File: src/rtl/irq_accept.sv
module irq_accept #(
  parameter int          SETTLE_CYC = 2,
  parameter logic [15:0] RST_VEC    = 16'h0000,
  parameter logic [15:0] NMI_VEC    = 16'h0066,
  parameter logic [15:0] IM1_VEC    = 16'h0038
) (
  input  logic        clk,
  input  logic        rst_n,
  input  logic        rst_line,
  input  logic        nmi_line,
  input  logic        int_line,
  input  logic        boundary,
  input  logic        cmd_di,
  input  logic        cmd_ei,
  input  logic        cmd_retn,
  input  logic        cmd_im,
  input  logic [2:0]  im_field,
  input  logic [7:0]  page_reg,
  input  logic [7:0]  ack_data,
  output logic        iff1,
  output logic        iff2,
  output logic [1:0]  im_mode,
  output logic [2:0]  act,
  output logic [15:0] vec,
  output logic        halt_release,
  output logic        ack_req
);
  localparam int CW = $clog2(SETTLE_CYC + 1);
  localparam logic [CW-1:0] CNT_LAST = CW'(SETTLE_CYC - 1);
  localparam logic [2:0] A_NONE = 3'd0, A_RST = 3'd1, A_NMI = 3'd2,
                         A_INT0 = 3'd3, A_INT1 = 3'd4, A_INT2 = 3'd5;
  localparam logic [1:0] S_IDLE = 2'd0, S_SETTLE = 2'd1, S_ACK = 2'd2;

  logic [1:0]    st;
  logic [CW-1:0] cnt;
  logic [1:0]    imode_q;
  logic          nmi_d, nmi_pend;
  logic          busy;
  logic          take_rst, take_nmi, take_int;
  logic [1:0]    im_dec;

  assign busy     = (st != S_IDLE);
  assign take_rst = boundary & ~busy & rst_line;
  assign take_nmi = boundary & ~busy & ~rst_line & nmi_pend;
  assign take_int = boundary & ~busy & ~rst_line & ~nmi_pend & int_line & iff1;
  assign im_dec   = im_field[1] ? (im_field[0] ? 2'd2 : 2'd1) : 2'd0;

  assign ack_req      = (st == S_ACK);
  assign halt_release = rst_line | nmi_pend | (int_line & iff1);

  always_ff @(posedge clk or negedge rst_n) begin
    if (!rst_n) begin
      nmi_d    <= 1'b0;
      nmi_pend <= 1'b0;
    end else begin
      nmi_d    <= nmi_line;
      nmi_pend <= (nmi_line & ~nmi_d) | (nmi_pend & ~(take_nmi | take_rst));
    end
  end

  always_ff @(posedge clk or negedge rst_n) begin
    if (!rst_n) begin
      iff1    <= 1'b0;
      iff2    <= 1'b0;
      im_mode <= 2'd0;
    end else if (take_rst) begin
      iff1    <= 1'b0;
      iff2    <= 1'b0;
      im_mode <= 2'd0;
    end else if (take_nmi) begin
      iff2 <= iff1;
      iff1 <= 1'b0;
    end else if (take_int) begin
      iff1 <= 1'b0;
      iff2 <= 1'b0;
    end else begin
      if (cmd_di) begin
        iff1 <= 1'b0;
        iff2 <= 1'b0;
      end else if (cmd_ei) begin
        iff1 <= 1'b1;
        iff2 <= 1'b1;
      end else if (cmd_retn) begin
        iff1 <= iff2;
      end
      if (cmd_im) im_mode <= im_dec;
    end
  end

  always_ff @(posedge clk or negedge rst_n) begin
    if (!rst_n) begin
      st      <= S_IDLE;
      cnt     <= '0;
      imode_q <= 2'd0;
    end else begin
      case (st)
        S_IDLE: if (take_int) begin
          st      <= S_SETTLE;
          cnt     <= '0;
          imode_q <= im_mode;
        end
        S_SETTLE: if (cnt == CNT_LAST) st <= S_ACK;
                  else cnt <= cnt + 1'b1;
        default: st <= S_IDLE;
      endcase
    end
  end

  always_ff @(posedge clk or negedge rst_n) begin
    if (!rst_n) begin
      act <= A_NONE;
      vec <= '0;
    end else begin
      act <= A_NONE;
      vec <= '0;
      if (take_rst) begin
        act <= A_RST;
        vec <= RST_VEC;
      end else if (take_nmi) begin
        act <= A_NMI;
        vec <= NMI_VEC;
      end else if (st == S_ACK) begin
        case (imode_q)
          2'd0:    begin act <= A_INT0; vec <= {8'h00, ack_data};  end
          2'd1:    begin act <= A_INT1; vec <= IM1_VEC;            end
          default: begin act <= A_INT2; vec <= {page_reg, ack_data}; end
        endcase
      end
    end
  end
endmodule


File: config.mk
export PLATFORM = sky130hd
export DESIGN_NAME = irq_accept
export DESIGN_NICKNAME = d
export VERILOG_FILES = /design/src/rtl/irq_accept.sv
export SDC_FILE = /design/constraint.sdc
export NUM_CORES = 1
export LEC_CHECK = 0
export ABC_AREA = 1
export BUFFER_PORTS_ARGS = -buffer_cell sky130_fd_sc_hd__clkbuf_2
export CORE_MARGIN = 3
export CORE_UTILIZATION = 46
export DETAILED_ROUTE_END_ITERATION = 16
export PLACE_DENSITY = 0.85
export SLEW_MARGIN = 20
export SYNTH_ARGS = -nofsm -noshare
export SYNTH_HDL_FRONTEND = slang
export SYNTH_SLANG_ARGS = --single-unit
File: constraint.sdc
create_clock -name clk -period 1.3 [get_ports clk]
set_input_delay 0.195 -clock clk [delete_from_list [all_inputs] [get_ports clk]]
set_output_delay 0.195 -clock clk [all_outputs]
set_load 0.02 [all_outputs]
---- Word-level counts from Yosys, hierarchy flattened ----
Index checks and enable logic that the tools add are counted.
operators by class
  add/subtract/negate cells ............... 1
  multipliers ............................. 0
  div/mod/pow operators ................... 0
  order comparisons ....................... 0
  eq/ne operators ......................... 9
  shift-type cells ........................ 0
  multiplexer cells ....................... 31
  bitwise logic cells ..................... 19
  reduce and logical (&&, ||, !) cells .... 11
operators with widths
  kind                                                                    count
  16-bit two-way mux                                                      3
  16-bit case mux with 2 select lines                                     1
  2-bit two-way mux                                                       10
  1-bit two-way mux                                                       11
  1-bit bitwise AND                                                       10
  2-bit inequality test (second input constant)                           5
  3-bit two-way mux                                                       3
  2-bit case mux with 2 select lines                                      2
  2-bit by 1-bit equality test with 1-bit output (second input constant)  3
  3-bit case mux with 2 select lines                                      1
  3-bit AND reduction                                                     2
  2-bit nonzero test                                                      3
  6-bit nonzero test                                                      1
  1-bit NOT                                                               5
  5-bit nonzero test                                                      1
  2-bit zero test                                                         2
  1-bit OR                                                                4
  2-bit AND reduction                                                     2
  2-bit by 1-bit adder with 2-bit output (second input constant)          1
  2-bit equality test (second input constant)                             1
storage, ports and cells
  bits in registers ....................... 31
  latch bits .............................. 0
  RAM bits ................................ 0
  memory bits (read-only) ................. 0
  input bits .............................. 29
  output and inout bits ................... 25
  word-level logic and storage cells ...... 81
  memories ................................ 0

---- Depth between registers and ports, before layout ----
Gate-level depths: netlist of the first run.
  depth in word-level cells ............... 10
  depth in mapped cells ................... 9
  gate-level depth less buffers ........... 9

---- Worst setup path before layout of the first run ----
No wires, ideal clock.
  kind .................................... reg2reg
  start point ............................. register st[0]
  end point ............................... register vec[4]
  arrival ................................. 1.105 ns
  required time ........................... 1.229 ns
  slack ................................... 0.124 ns
  cell stages (with the launch flop) ...... 5
  buffers on the path ..................... 1
  clock period less this slack ............ 1.176 ns
  path through ............................ dfrtp_1 > nor2_2 > inv_1 > buf_2 > nor2_1
RTL lines
  what                    RTL line  RTL
  from (decl)             34        logic [1:0] st;
  from (signal assigned)  92        st <= S_IDLE;
  from (signal assigned)  98        st <= S_SETTLE;
  from (signal assigned)  102       S_SETTLE: if (cnt == CNT_LAST) st <= S_ACK;
  2-bit equality test     -
  via ack_req             26        output logic ack_req
  16-bit two-way mux      122       end else if (st == S_ACK) begin
  16-bit two-way mux      119       end else if (take_nmi) begin
  16-bit two-way mux      116       if (take_rst) begin
  to (signal assigned)    118       vec <= RST_VEC;
  to (signal assigned)    121       vec <= NMI_VEC;
  to (signal assigned)    124       2'd0: begin act <= A_INT0; vec <= {8'h00, ack_data}; end
  to (decl)               24        output logic [15:0] vec,
The timed path passes the listed nets, and every way through them passes these cells.
A chain may end at the register's enable or synchronous reset.

---- Worst setup path in the final report of the first run ----
  start point ............................. register nmi_pend
  end point ............................... output port halt_release
between the ends
  word-level cells in the longest chain between the ends .. 2
RTL lines
  what                    RTL line  RTL
  from (decl)             37        logic nmi_d, nmi_pend;
  from (signal assigned)  57        nmi_pend <= (nmi_line & ~nmi_d) | (nmi_pend & ~(take_nmi | take_rst));
  1-bit OR (2 in a row)   49        assign halt_release = rst_line | nmi_pend | (int_line & iff1);
  to (decl)               25        output logic halt_release,
Every way passes these cells.

==> summary.txt, run 1 <==
Run status
  – Status: completed

Pwr
  – Total Power: 2.07 mW
  – Comb power frac: 22.4%
  – Peak VDD IR: 0.858 mV
  – PwrDens: 1200 nW/µm²
  – Int Pwr: 1.44 mW
  – Leak: 1.04 nW
  – Net Sw Frac: 30.7%
  – Psw: 0.637 mW
  – Clock power share: 24.9%
  – Sequential share of power: 52.7%

Floorplanning
  – # IOs: 54
  – Die ar.: 3450 µm²
  – Core Area: 2570 µm²
  – Die extent in x: 58.8 µm
  – Starting density of the core: 49.9%
  – Row count: 18
  – Die height: 58.8 µm

Worst setup path
  – Crit path DAT: 1.08 ns
  – CP Launch Type: flip-flop
  – Reg2Reg Launch Point: st[0]$_DFFE_PN0P_
  – Worst-path maximum fanout: 2
  – Worst path cell trace: nor2_2, nand2_2, buf_6
  – WP data required: 1.11 ns
  – CP Capture Type: primary output
  – Worst R2R End: im_mode[0]$_DFFE_PN0P_
  – Crit path from: nmi_pend$_DFF_PN0_
  – CP Capture Point: halt_release
  – Flop2flop setup slack: 0.10 ns
  – R2R depth: 8
  – Worst path max stage delay: 0.40 ns
  – Worst path slowest cell: dfrtp_1
  – Setup CP Type: flip-flop to primary output

Synth
  – Syn nets: 180
  – Yosys Warn Count: 0
  – FFs w/ async S/R, synth: 100%
  – Seq/Total Area, Yosys: 60.6%
  – Leading register cell type out of synthesis: dfrtp_1
  – Unique masters post-synth: 17
  – Post-Synthesis Cells: 150
  – Synth Cell Area: 1280 µm²
  – Post-Syn Area per Cell: 8.53 µm²
  – Post-synth EDFFs: 0
  – Yosys reg bits: 31

Layout
  – Layout cell share with drive strength beyond 1: 35.8%
  – Cell area after layout: 1720 µm²
  – Most common cell after layout, fill and taps aside: clkbuf_2
  – Final core occ: 67.1%
  – Synth-to-layout area growth: 34.6%
  – Fin nets: 247
  – Storage cell area: 776 µm²
  – Fillers: 216
  – ANT cells: 0
  – Multi-input combinational cell area: 429 µm²
  – Highest-count cells in the layout ignoring fill and taps: clkbuf_2, nand2_1, dfrtp_1

Detailed routing
  – Routed Antenna Nets: 0
  – Met1 Wirelength: 1080 µm
  – Via Count: 1174
  – Drt wl/cell: 10.5 µm
  – Uppermost layer routed: met4
  – DR WL met3: 241 µm
  – DR pass1 iterations: 4
  – Residual DRC: 0
  – Final WL: 2610 µm
  – DR iter-0 viols: 32
  – WL met2: 1250 µm
  – Vias/cell: 4.73

CTS
  – Clock Pin Slew Worst Setup and Hold Paths: 0.09 ns
  – CTS tree: built
  – H-tree levels: 2
  – Clock sink count: 31
  – Root Driver: clkbuf_4
  – Total CTS buffers: 5
  – Clock buffer depth: 2
  – Worst-Skew Late Latency: 0.32 ns

Timing
  – Hold Fails Final Rpt: 0
  – Final Critical Period: 1.28 ns
  – Pins Over Slew Limit: 0
  – Slew headroom: 74.7%
  – Setup-failing EPs final: 0
  – Post-route clock period utilization: 98.4%
  – Layout Skew: 0.00741 ns
  – RSZ-0062 raised after global routing: true
  – Max Freq: 0.782 GHz
  – Worst setup margin: 0.0204 ns
  – Tightest Pin Transition: 0.379 ns

Flow run
  – Max Cap Viol: 0

Global routing
  – First-pass GRT wire length: 4400 µm
  – Global route overflow: 0
  – Pin count of the biggest net entering global routing: 32
  – Overall Global Routing Usage: 16.7%
  – Vias in the first global route: 1115
  – Initial antenna violation count: 0

Placement
  – Post-place setup slack: 0.0503 ns
  – GPL Wtd Cong: 0.810
  – Port Buffers: 52
  – Hpwl dp: 2030 µm
  – Placed inst area: 1610 µm²

Worst hold path
  – Worst Hold Class: primary input to flip-flop
how the worst min path moves through the flow:
stage / startpoint / end / slack (ns) / cells after the start
global placement: rst_n / vec[9]$_DFF_PN0_ / 0.23 / 2
CTS: ack_data[0] / vec[0]$_DFF_PN0_ / 0.05 / 3
finish: ack_data[0] / vec[0]$_DFF_PN0_ / 0.05 / 3
detailed placement: rst_n / vec[1]$_DFF_PN0_ / 0.23 / 2
floorplan: rst_n / act[0]$_DFF_PN0_ / -0.10 / 0
global route: ack_data[0] / vec[0]$_DFF_PN0_ / 0.06 / 3
flip-flops by register name (all words and copies together), names as in the netlist:
register  cells
nmi_pend      1
nmi_d         1
imode_q       2
iff1          1
iff2          1
st            2
vec          16
act           3
cnt           2
im_mode       2
kinds of logic (layout without fill, tap and decap cells):
| kind of cell | Yosys count | in the layout | synth area share (%) |
|---|---|---|---|
| compound gates | 6 | 6 | 2.54 |
| fa+ha+maj | 1 | 1 | 0.977 |
| buf+inv | 23 | 91 | 6.84 |
| flops | 31 | 31 | 60.6 |
| simple gates | 89 | 89 | 29.0 |
critical path: cells and delay by family (launching register included):
family	cells	cell delay, ns
and+or+nand+nor	2	0.24
DFF	1	0.40
buffers and inverters	1	0.13
final cells by class:
cell class	count	share of cell area (%)
flip-flops and latches	31	45.0
multi-input cells	96	24.9
repair buffers	62	20.3
inverters	21	4.72
clock buffers	7	2.61
well taps	30	2.18
clock inverters	1	0.290
power groups by stage:
stage | Combinational, mW | Sequential, mW | Clock (mW)
3_5_place_dp | 0.439 | 1.11 | 0
6_report | 0.463 | 1.09 | 0.516
3_3_place_gp | 0.428 | 1.11 | 0
2_1_floorplan | 0.233 | 1.15 | 0
4_1_cts | 0.453 | 1.10 | 0.530
5_1_grt | 0.536 | 1.11 | 0.568
metal layers:
layer	global-route usage, %	vias to the layer above
met5	0	-
met4	7.44	0
met3	4.61	7
met2	29.3	48
met1	18.8	526
li1	-	593
what timing repair did:
item / 4_1_cts / 5_1_grt
hold endpoints to repair: 32 / 0
setup endpoints to repair: 2 / 6
gates resized for setup: 3 / 7
cloned: 0 / 0
buffers inserted: 1 / 2
pin swaps: 0 / 4
hold buffers: 2 / 0
cells in the mapped netlist, types with 2 or more instances:
| master | number | area share (%) |
|---|---|---|
| dfrtp_1 | 31 | 61 |
| inv_1 | 19 | 5.6 |
| inv_2 | 2 | 0.59 |
| nand2_1 | 42 | 12 |
| nand2_2 | 4 | 2.0 |
| nand3_1 | 12 | 4.7 |
| nor2_1 | 26 | 7.6 |
| nor2_2 | 2 | 0.98 |
| o21ai_0 | 3 | 1.2 |
| o22ai_1 | 2 | 0.98 |
stage by stage:
| stage | hold WS (ns) | cells | setup TNS, ns |
|---|---|---|---|
| 6_report | 0.0481 | 248 | 0 |
| 3_5_place_dp | 0.231 | 235 | 0 |
| 4_1_cts | 0.0452 | 246 | -0.0250 |
| 3_3_place_gp | 0.225 | 235 | 0 |
| 2_1_floorplan | -0.101 | 150 | 0 |
| 5_1_grt | 0.0568 | 248 | -0.0693 |
No activity file was read; power rests on OpenSTA's default activity.
==> run 2, diff against run 1 <==
Settings changed: ABC_AREA 1 to 0, CORE_UTILIZATION 46 to 45, PLACE_DENSITY 0.85 to 0.83.
==> summary.txt, run 2 <==
Worst setup path
  – CP Capture Type: flip-flop
  – Crit path DAT: 1.72 ns (+0.64 ns)
  – Worst-path maximum fanout: 5 (+3)
  – Flop2flop setup slack: -0.20 ns (-0.30 ns)
  – CP Launch Type: flip-flop
  – WP data required: 1.52 ns (+0.41 ns)
  – Setup CP Type: flip-flop to flip-flop

CTS
  – Clock Pin Slew Worst Setup and Hold Paths: 0.09 ns (about the same)
  – Total CTS buffers: 5 (unchanged)
  – H-tree levels: 2 (unchanged)
  – Worst-Skew Late Latency: 0.32 ns (about the same)
  – Clock buffer depth: 2 (unchanged)
  – CTS tree: built
  – Root Driver: clkbuf_4
  – Clock sink count: 31 (unchanged)

Timing
  – Setup-failing EPs final: 15 (+15)
  – Max Freq: 0.665 GHz (-15%)
  – Tightest Pin Transition: 0.394 ns (+0.0150 ns)
  – Worst setup margin: -0.204 ns (-0.225 ns)
  – Hold Fails Final Rpt: 0 (unchanged)
  – RSZ-0062 raised after global routing: true
  – Post-route clock period utilization: 116% (+17 points)
  – Pins Over Slew Limit: 0 (unchanged)
  – Layout Skew: 0.00478 ns (-0.00263 ns)
  – Setup_tns: -2.14 ns (-2.14 ns)
  – Final Critical Period: 1.50 ns (+0.225 ns)
  – Slew headroom: 73.7% (-1.0 points)

Synth
  – Largest cells by area after synthesis: dfrtp_1, and3_1, nor2_1, a21o_1, o21ai_0
  – Synth Cell Area: 1190 µm² (-7.2%)
  – Commonest cells post-synth: dfrtp_1, nor2_1, and3_1
  – FFs w/ async S/R, synth: 100% (unchanged)
  – Biggest area consumer among synthesized cells: dfrtp_1
  – Post-Synthesis Cells: 96 (-36%)
  – Leading register cell type out of synthesis: dfrtp_1
  – Seq/Total Area, Yosys: 65.3% (+4.7 points)
  – Syn nets: 126 (-30%)
  – Post-synth EDFFs: 0 (unchanged)
  – Yosys Warn Count: 0 (unchanged)
  – Yosys reg bits: 31 (unchanged)
  – Post-Syn Area per Cell: 12.4 µm² (+45%)
  – Unique masters post-synth: 28 (+11)
  – Count leader, synth: dfrtp_1
  – Yosys top cell area share: 65.3% (+4.7 points)

Placement
  – Hpwl dp: 1970 µm (-2.7%)
  – GPL Wtd Cong: 0.772 (-4.7%)
  – Port Buffers: 52 (unchanged)

Pwr
  – Peak VDD IR: 1.00 mV (+17%)
  – Leak: 1.03 nW (-0.42%)
  – PwrDens: 1300 nW/µm² (+7.8%)

Global routing
  – Pin count of the biggest net entering global routing: 18 (-44%)
  – Global route overflow: 0 (unchanged)
  – Initial antenna violation count: 0 (unchanged)
  – Vias in the first global route: 1011 (-9.3%)
  – First-pass GRT wire length: 4670 µm (+6.1%)
  – Overall Global Routing Usage: 18.9% (+2.1 points)

Floorplanning
  – Die extent in x: 57.4 µm (-2.4%)
  – Starting density of the core: 50.3% (+0.44 points)
  – Row count: 17 (-1)
  – # IOs: 54 (unchanged)
  – Die ar.: 3290 µm² (-4.7%)
  – Die height: 57.4 µm (-2.4%)
  – Core Area: 2360 µm² (-8.0%)

Worst hold path
  – Worst Hold Class: primary input to flip-flop

Flow run
  – Max Cap Viol: 0 (unchanged)

Detailed routing
  – Drt wl/cell: 13.9 µm (+32%)
  – Final WL: 2750 µm (+5.1%)
  – Residual DRC: 0 (unchanged)
  – Vias/cell: 5.07 (+7.1%)
  – DR pass1 iterations: 4 (unchanged)
  – Routed Antenna Nets: 0 (unchanged)
  – Via Count: 1004 (-14%)
  – DR iter-0 viols: 30 (-6.3%)

Layout
  – Most common cell after layout, fill and taps aside: clkbuf_2
  – Highest-count cells in the layout ignoring fill and taps: clkbuf_2, dfrtp_1, buf_4
  – Final core occ: 76.4% (+9.3 points)
  – Largest regs: vec x16, act x3
  – Max reg flops: 16 (unchanged)
  – ANT cells: 0 (unchanged)
  – Layout cell share with drive strength beyond 1: 56.5% (+21 points)
  – Fillers: 159 (-26%)
  – Largest register by flop count: vec
  – Synth-to-layout area growth: 51.9%
  – Fin nets: 199 (-19%)

Run status
  – Status: finished, violations left
  – Failing checks: setup timing
-- run 2: cell types whose count changed after synthesis, moves of 3 or more --
cell	before	now
a21o_1	0	4
and3_1	0	8
inv_1	19	5
nand2_1	42	4
nand2_2	4	0
nand2b_1	0	3
nand3_1	12	1
nor2_1	26	10
-- run 2: final timing paths --
kind / start / end / cells past startpoint
min reg2reg: nmi_d$_DFF_PN0_ / nmi_pend$_DFF_PN0_ / 1
max: st[1]$_DFFE_PN0P_ / im_mode[1]$_DFFE_PN0P_ / 4
max reg2reg: st[1]$_DFFE_PN0P_ / im_mode[1]$_DFFE_PN0P_ / 4
min in group asynchronous: rst_n / vec[10]$_DFF_PN0_ / 2
max in group asynchronous: rst_n / iff1$_DFFE_PN0P_ / 3
min: ack_data[1] / vec[1]$_DFF_PN0_ / 2
-- run 2: per-layer routing --
layer | vias to the layer above | share of wire, % | GRT usage [%] | wire length, µm
met5 | - | 0 | 0 | 0
met4 | 0 | 2.0 | 7.95 | 54
met3 | 5 | 7.8 | 7.01 | 215
met2 | 42 | 50 | 31.5 | 1370
met1 | 477 | 40 | 21.7 | 1110
li1 | 480 | - | - | -
-- run 2: critical path, stage by stage (launching register included) --
cell and delay (ns):
dfrtp_1 0.40, or3b_4 0.43, buf_6 0.15, o211a_1 0.22, a32o_1 0.21
-- run 2: what timing repair did --
| action | in CTS | in global routing |
|---|---|---|
| resized for setup | 20 | 10 |
| hold endpoints to repair | 15 | 0 |
| pin swaps | 5 | 3 |
| buffers inserted | 5 | 2 |
| hold buffers | 2 | 0 |
| endpoints found under the setup margin | 16 | 18 |
-- run 2: report_power, final --
part / internal [mW] / switching, mW / total [mW] / leakage [nW]
registers: 1.04 / 0.0518 / 1.09 / 0.418
clock network: 0.454 / 0.321 / 0.775 / 0.0482
logic: 0.237 / 0.240 / 0.477 / 0.566
total: 1.73 / 0.613 / 2.34 / 1.03
-- run 2: logic make-up after synthesis --
group                      synth area share (%)
buffers and inverters                      2.63
and+or+nand+nor                            18.3
DFF                                        65.3
muxes                                      1.90
AOI/OAI and AO/OA                          10.7
adders and majority gates                  1.05
-- run 2: layout make-up --
type                    instances  area (µm²)  area share, %
multi-input cells              57         455           25.2
clock inverters                 2        35.0           1.94
inverters                       5        23.8           1.32
repair buffers                 69         427           23.6
flip-flops and latches         31         777           43.1
clock buffers                   6        51.3           2.84
well taps                      28        35.0           1.94
-- run 2: stage by stage --
stage | instance area, µm² | cells | hold WS (ns) | setup slack, ns | power, mW
after detailed placement | 1550 | 182 | 0.140 | -0.316 | 1.48
after global placement | 1550 | 182 | 0.122 | -0.268 | 1.45
after CTS | 1770 | 197 | 0.0558 | -0.205 | 2.33
after floorplan | 1200 | 96 | -0.101 | -0.355 | 1.29
final | 1800 | 198 | 0.0740 | -0.204 | 2.34
after global routing | 1800 | 198 | 0.0441 | -0.248 | 2.46
==> run 3, diff against run 2 <==
--- a/config.mk
+++ b/config.mk
@@ -12,3 +12,3 @@
 export DETAILED_ROUTE_END_ITERATION = 16
-export PLACE_DENSITY = 0.83
+export PLACE_DENSITY = 0.74
 export SLEW_MARGIN = 20
==> constraint.sdc (replaced) <==
create_clock -name clk -period 1.3 [get_ports clk]
set_input_delay 0.13 -clock clk [delete_from_list [all_inputs] [get_ports clk]]
set_output_delay 0.13 -clock clk [all_outputs]
set_load 0.02 [all_outputs]
==> summary.txt, run 3 (synthesis gave the netlist of run 2 again) <==
Layout
  – Layout cell share with drive strength beyond 1: 54.8% (-1.7 points)
  – ANT cells: 0 (unchanged)
  – Largest register by flop count: vec
  – Cell area after layout: 1850 µm² (+2.6%)
  – Fin nets: 206 (+3.5%)
  – Final cell count without fillers: 205 (+3.5%)
  – Most common cell after layout, fill and taps aside: clkbuf_2
  – Synth-to-layout area growth: 56.0%
  – Max reg flops: 16 (unchanged)
  – Largest regs: vec x16, act x3
  – Highest-count cells in the layout ignoring fill and taps: clkbuf_2, dfrtp_1, buf_4

CTS
  – Clock Pin Slew Worst Setup and Hold Paths: 0.10 ns (about the same)
  – CTS tree: built
  – Clock sink count: 31 (unchanged)
  – Root Driver: clkbuf_4
  – H-tree levels: 2 (unchanged)
  – Worst-Skew Late Latency: 0.33 ns (about the same)
  – Total CTS buffers: 5 (unchanged)
  – Clock buffer depth: 2 (unchanged)

Timing
  – Worst setup margin: -0.222 ns (-0.0173 ns)
  – Layout Skew: 0.0141 ns (+0.00936 ns)
  – Pins Over Slew Limit: 0 (unchanged)
  – Max Freq: 0.657 GHz (-1.1%)
  – WHS: 0.0320 ns (-0.0420 ns)
  – RSZ-0062 raised after global routing: true
  – Slew headroom: 77.4% (+3.7 points)
  – Post-route clock period utilization: 117% (+1.3 points)
  – Tightest Pin Transition: 0.336 ns (-0.0579 ns)
  – Setup-failing EPs final: 15 (unchanged)
  – Final Critical Period: 1.52 ns (+0.0173 ns)
  – Hold Fails Final Rpt: 0 (unchanged)

Worst setup path
  – WP data required: 1.52 ns (about the same)
  – Setup CP Type: flip-flop to flip-flop
  – Crit path from: st[1]$_DFFE_PN0P_
  – Worst path max stage delay: 0.43 ns (about the same)
  – Worst-path maximum fanout: 3 (-2)
  – Worst path slowest cell: or3b_4
  – Reg2Reg Launch Point: st[1]$_DFFE_PN0P_
  – CP Capture Type: flip-flop
  – CP Launch Type: flip-flop
  – Crit path DAT: 1.74 ns (+0.02 ns)
  – Worst path cell trace: or3b_4, nor4_4, mux2_4

Pwr
  – Leak: 1.06 nW (+2.6%)
  – Peak VDD IR: 1.04 mV (+3.7%)
  – Sequential share of power: 45.7% (-0.8 points)
  – Net Sw Frac: 26.7% (+0.46 points)
  – Comb power frac: 21.2% (+0.8 points)
  – Psw: 0.633 mW (+3.2%)
  – Clock power share: 33.1% (about the same)
  – PwrDens: 1280 nW/µm² (-1.2%)
  – Int Pwr: 1.74 mW (+0.80%)

Global routing
  – Overall Global Routing Usage: 21.1% (+2.2 points)
  – Initial antenna violation count: 0 (unchanged)
  – First-pass GRT wire length: 5200 µm (+11%)
  – Vias in the first global route: 1122 (+11%)
  – Pin count of the biggest net entering global routing: 12 (-6)
  – Global route overflow: 0 (unchanged)

Placement
  – Placed insts: 183 (+0.55%)
  – Port Buffers: 52 (unchanged)
  – Hpwl dp: 2010 µm (+1.9%)
  – Placed inst area: 1550 µm² (-0.32%)
  – GPL Wtd Cong: 0.757 (-1.9%)
  – Post-place setup slack: -0.332 ns (-0.0161 ns)

Floorplanning
  – Row count: 17 (unchanged)
  – # IOs: 54 (unchanged)
  – Die height: 57.4 µm (unchanged)
  – Core Area: 2360 µm² (unchanged)
  – Die extent in x: 57.4 µm (unchanged)
  – Starting density of the core: 50.3% (unchanged)
  – Die ar.: 3290 µm² (unchanged)

Detailed routing
  – DR iter-0 viols: 16 (-47%)
  – Via Count: 1031 (+2.7%)
  – Residual DRC: 0 (unchanged)
  – Routed Antenna Nets: 0 (unchanged)
  – Drt wl/cell: 15.0 µm (+8.5%)
  – Vias/cell: 5.03 (-0.82%)
  – DR pass1 iterations: 4 (unchanged)
  – Final WL: 3090 µm (+12%)

Flow run
  – Max Cap Viol: 0 (unchanged)

Run status
  – Status: finished, violations left
  – Failing checks: setup timing

Worst hold path
  – Worst Hold Class: primary input to flip-flop
  – Hold wc startpoint: ack_data[3]
==> run 3: cell type report <==
type	instances	area (µm²)
sequential	31	777
fill	150	509
timing repair buffer	76	483
multi-input combinational	57	449
clock buffer	6	51.3
clock inverter	2	35.0
tap	28	35.0
inverter	5	21.3
==> run 3: per-layer routing <==
layer  wire length, µm  up-vias  share of wire (%)  track usage (%)
met3               182        8                5.9             6.56
met4                60        0                1.9             8.61
met5                 0        -                  0                0
met2              1720       36                 56             37.1
li1                  -      490                  -                -
met1              1120      497                 36             23.5
==> run 3: worst max-delay path, delay by kind of cell (launching register included) <==
kind | cells | cell delay, ns
AND/OR/NAND/NOR | 2 | 0.69
flip-flops | 1 | 0.40
multiplexers | 1 | 0.34
==> run 3: what timing repair did <==
action / 4_1_cts / 5_1_grt
endpoints found under the setup margin: 16 / 16
hold buffers: 7 / 0
buffers inserted: 5 / 4
endpoints found under the hold margin: 37 / 0
gates resized for setup: 16 / 12
pin swaps: 4 / 4
==> run 3: path summary, 6_finish.rpt <==
path / endpoint / slack [ns] / depth (start not counted)
setup / recovery: imode_q[1]$_DFFE_PN0P_ / -0.22 / 3
hold / removal: vec[3]$_DFF_PN0_ / 0.03 / 3
setup reg to reg: imode_q[1]$_DFFE_PN0P_ / -0.22 / 3
hold reg to reg: nmi_pend$_DFF_PN0_ / 0.42 / 1
max in group asynchronous: iff1$_DFFE_PN0P_ / 0.65 / 3
min in group asynchronous: vec[3]$_DFF_PN0_ / 0.19 / 2
==> run 3: per-stage QoR <==
step / util, % / TNS (ns) / total power [mW]
final: 78.4 / -2.14 / 2.37
after detailed placement: 65.6 / -2.92 / 1.47
after global placement: 65.6 / -2.43 / 1.45
after CTS: 76.4 / -2.05 / 2.35
after global routing: 78.4 / -3.04 / 2.52
after floorplan: - / -1.67 / 1.29
==> run 3: power by group through the flow <==
| stage | logic [mW] | registers, mW | clock network, mW |
|---|---|---|---|
| final | 0.504 | 1.08 | 0.786 |
| after global routing | 0.547 | 1.09 | 0.880 |
| after CTS | 0.459 | 1.08 | 0.804 |
| after detailed placement | 0.370 | 1.10 | 0 |
| after global placement | 0.356 | 1.10 | 0 |
| after floorplan | 0.155 | 1.13 | 0 |
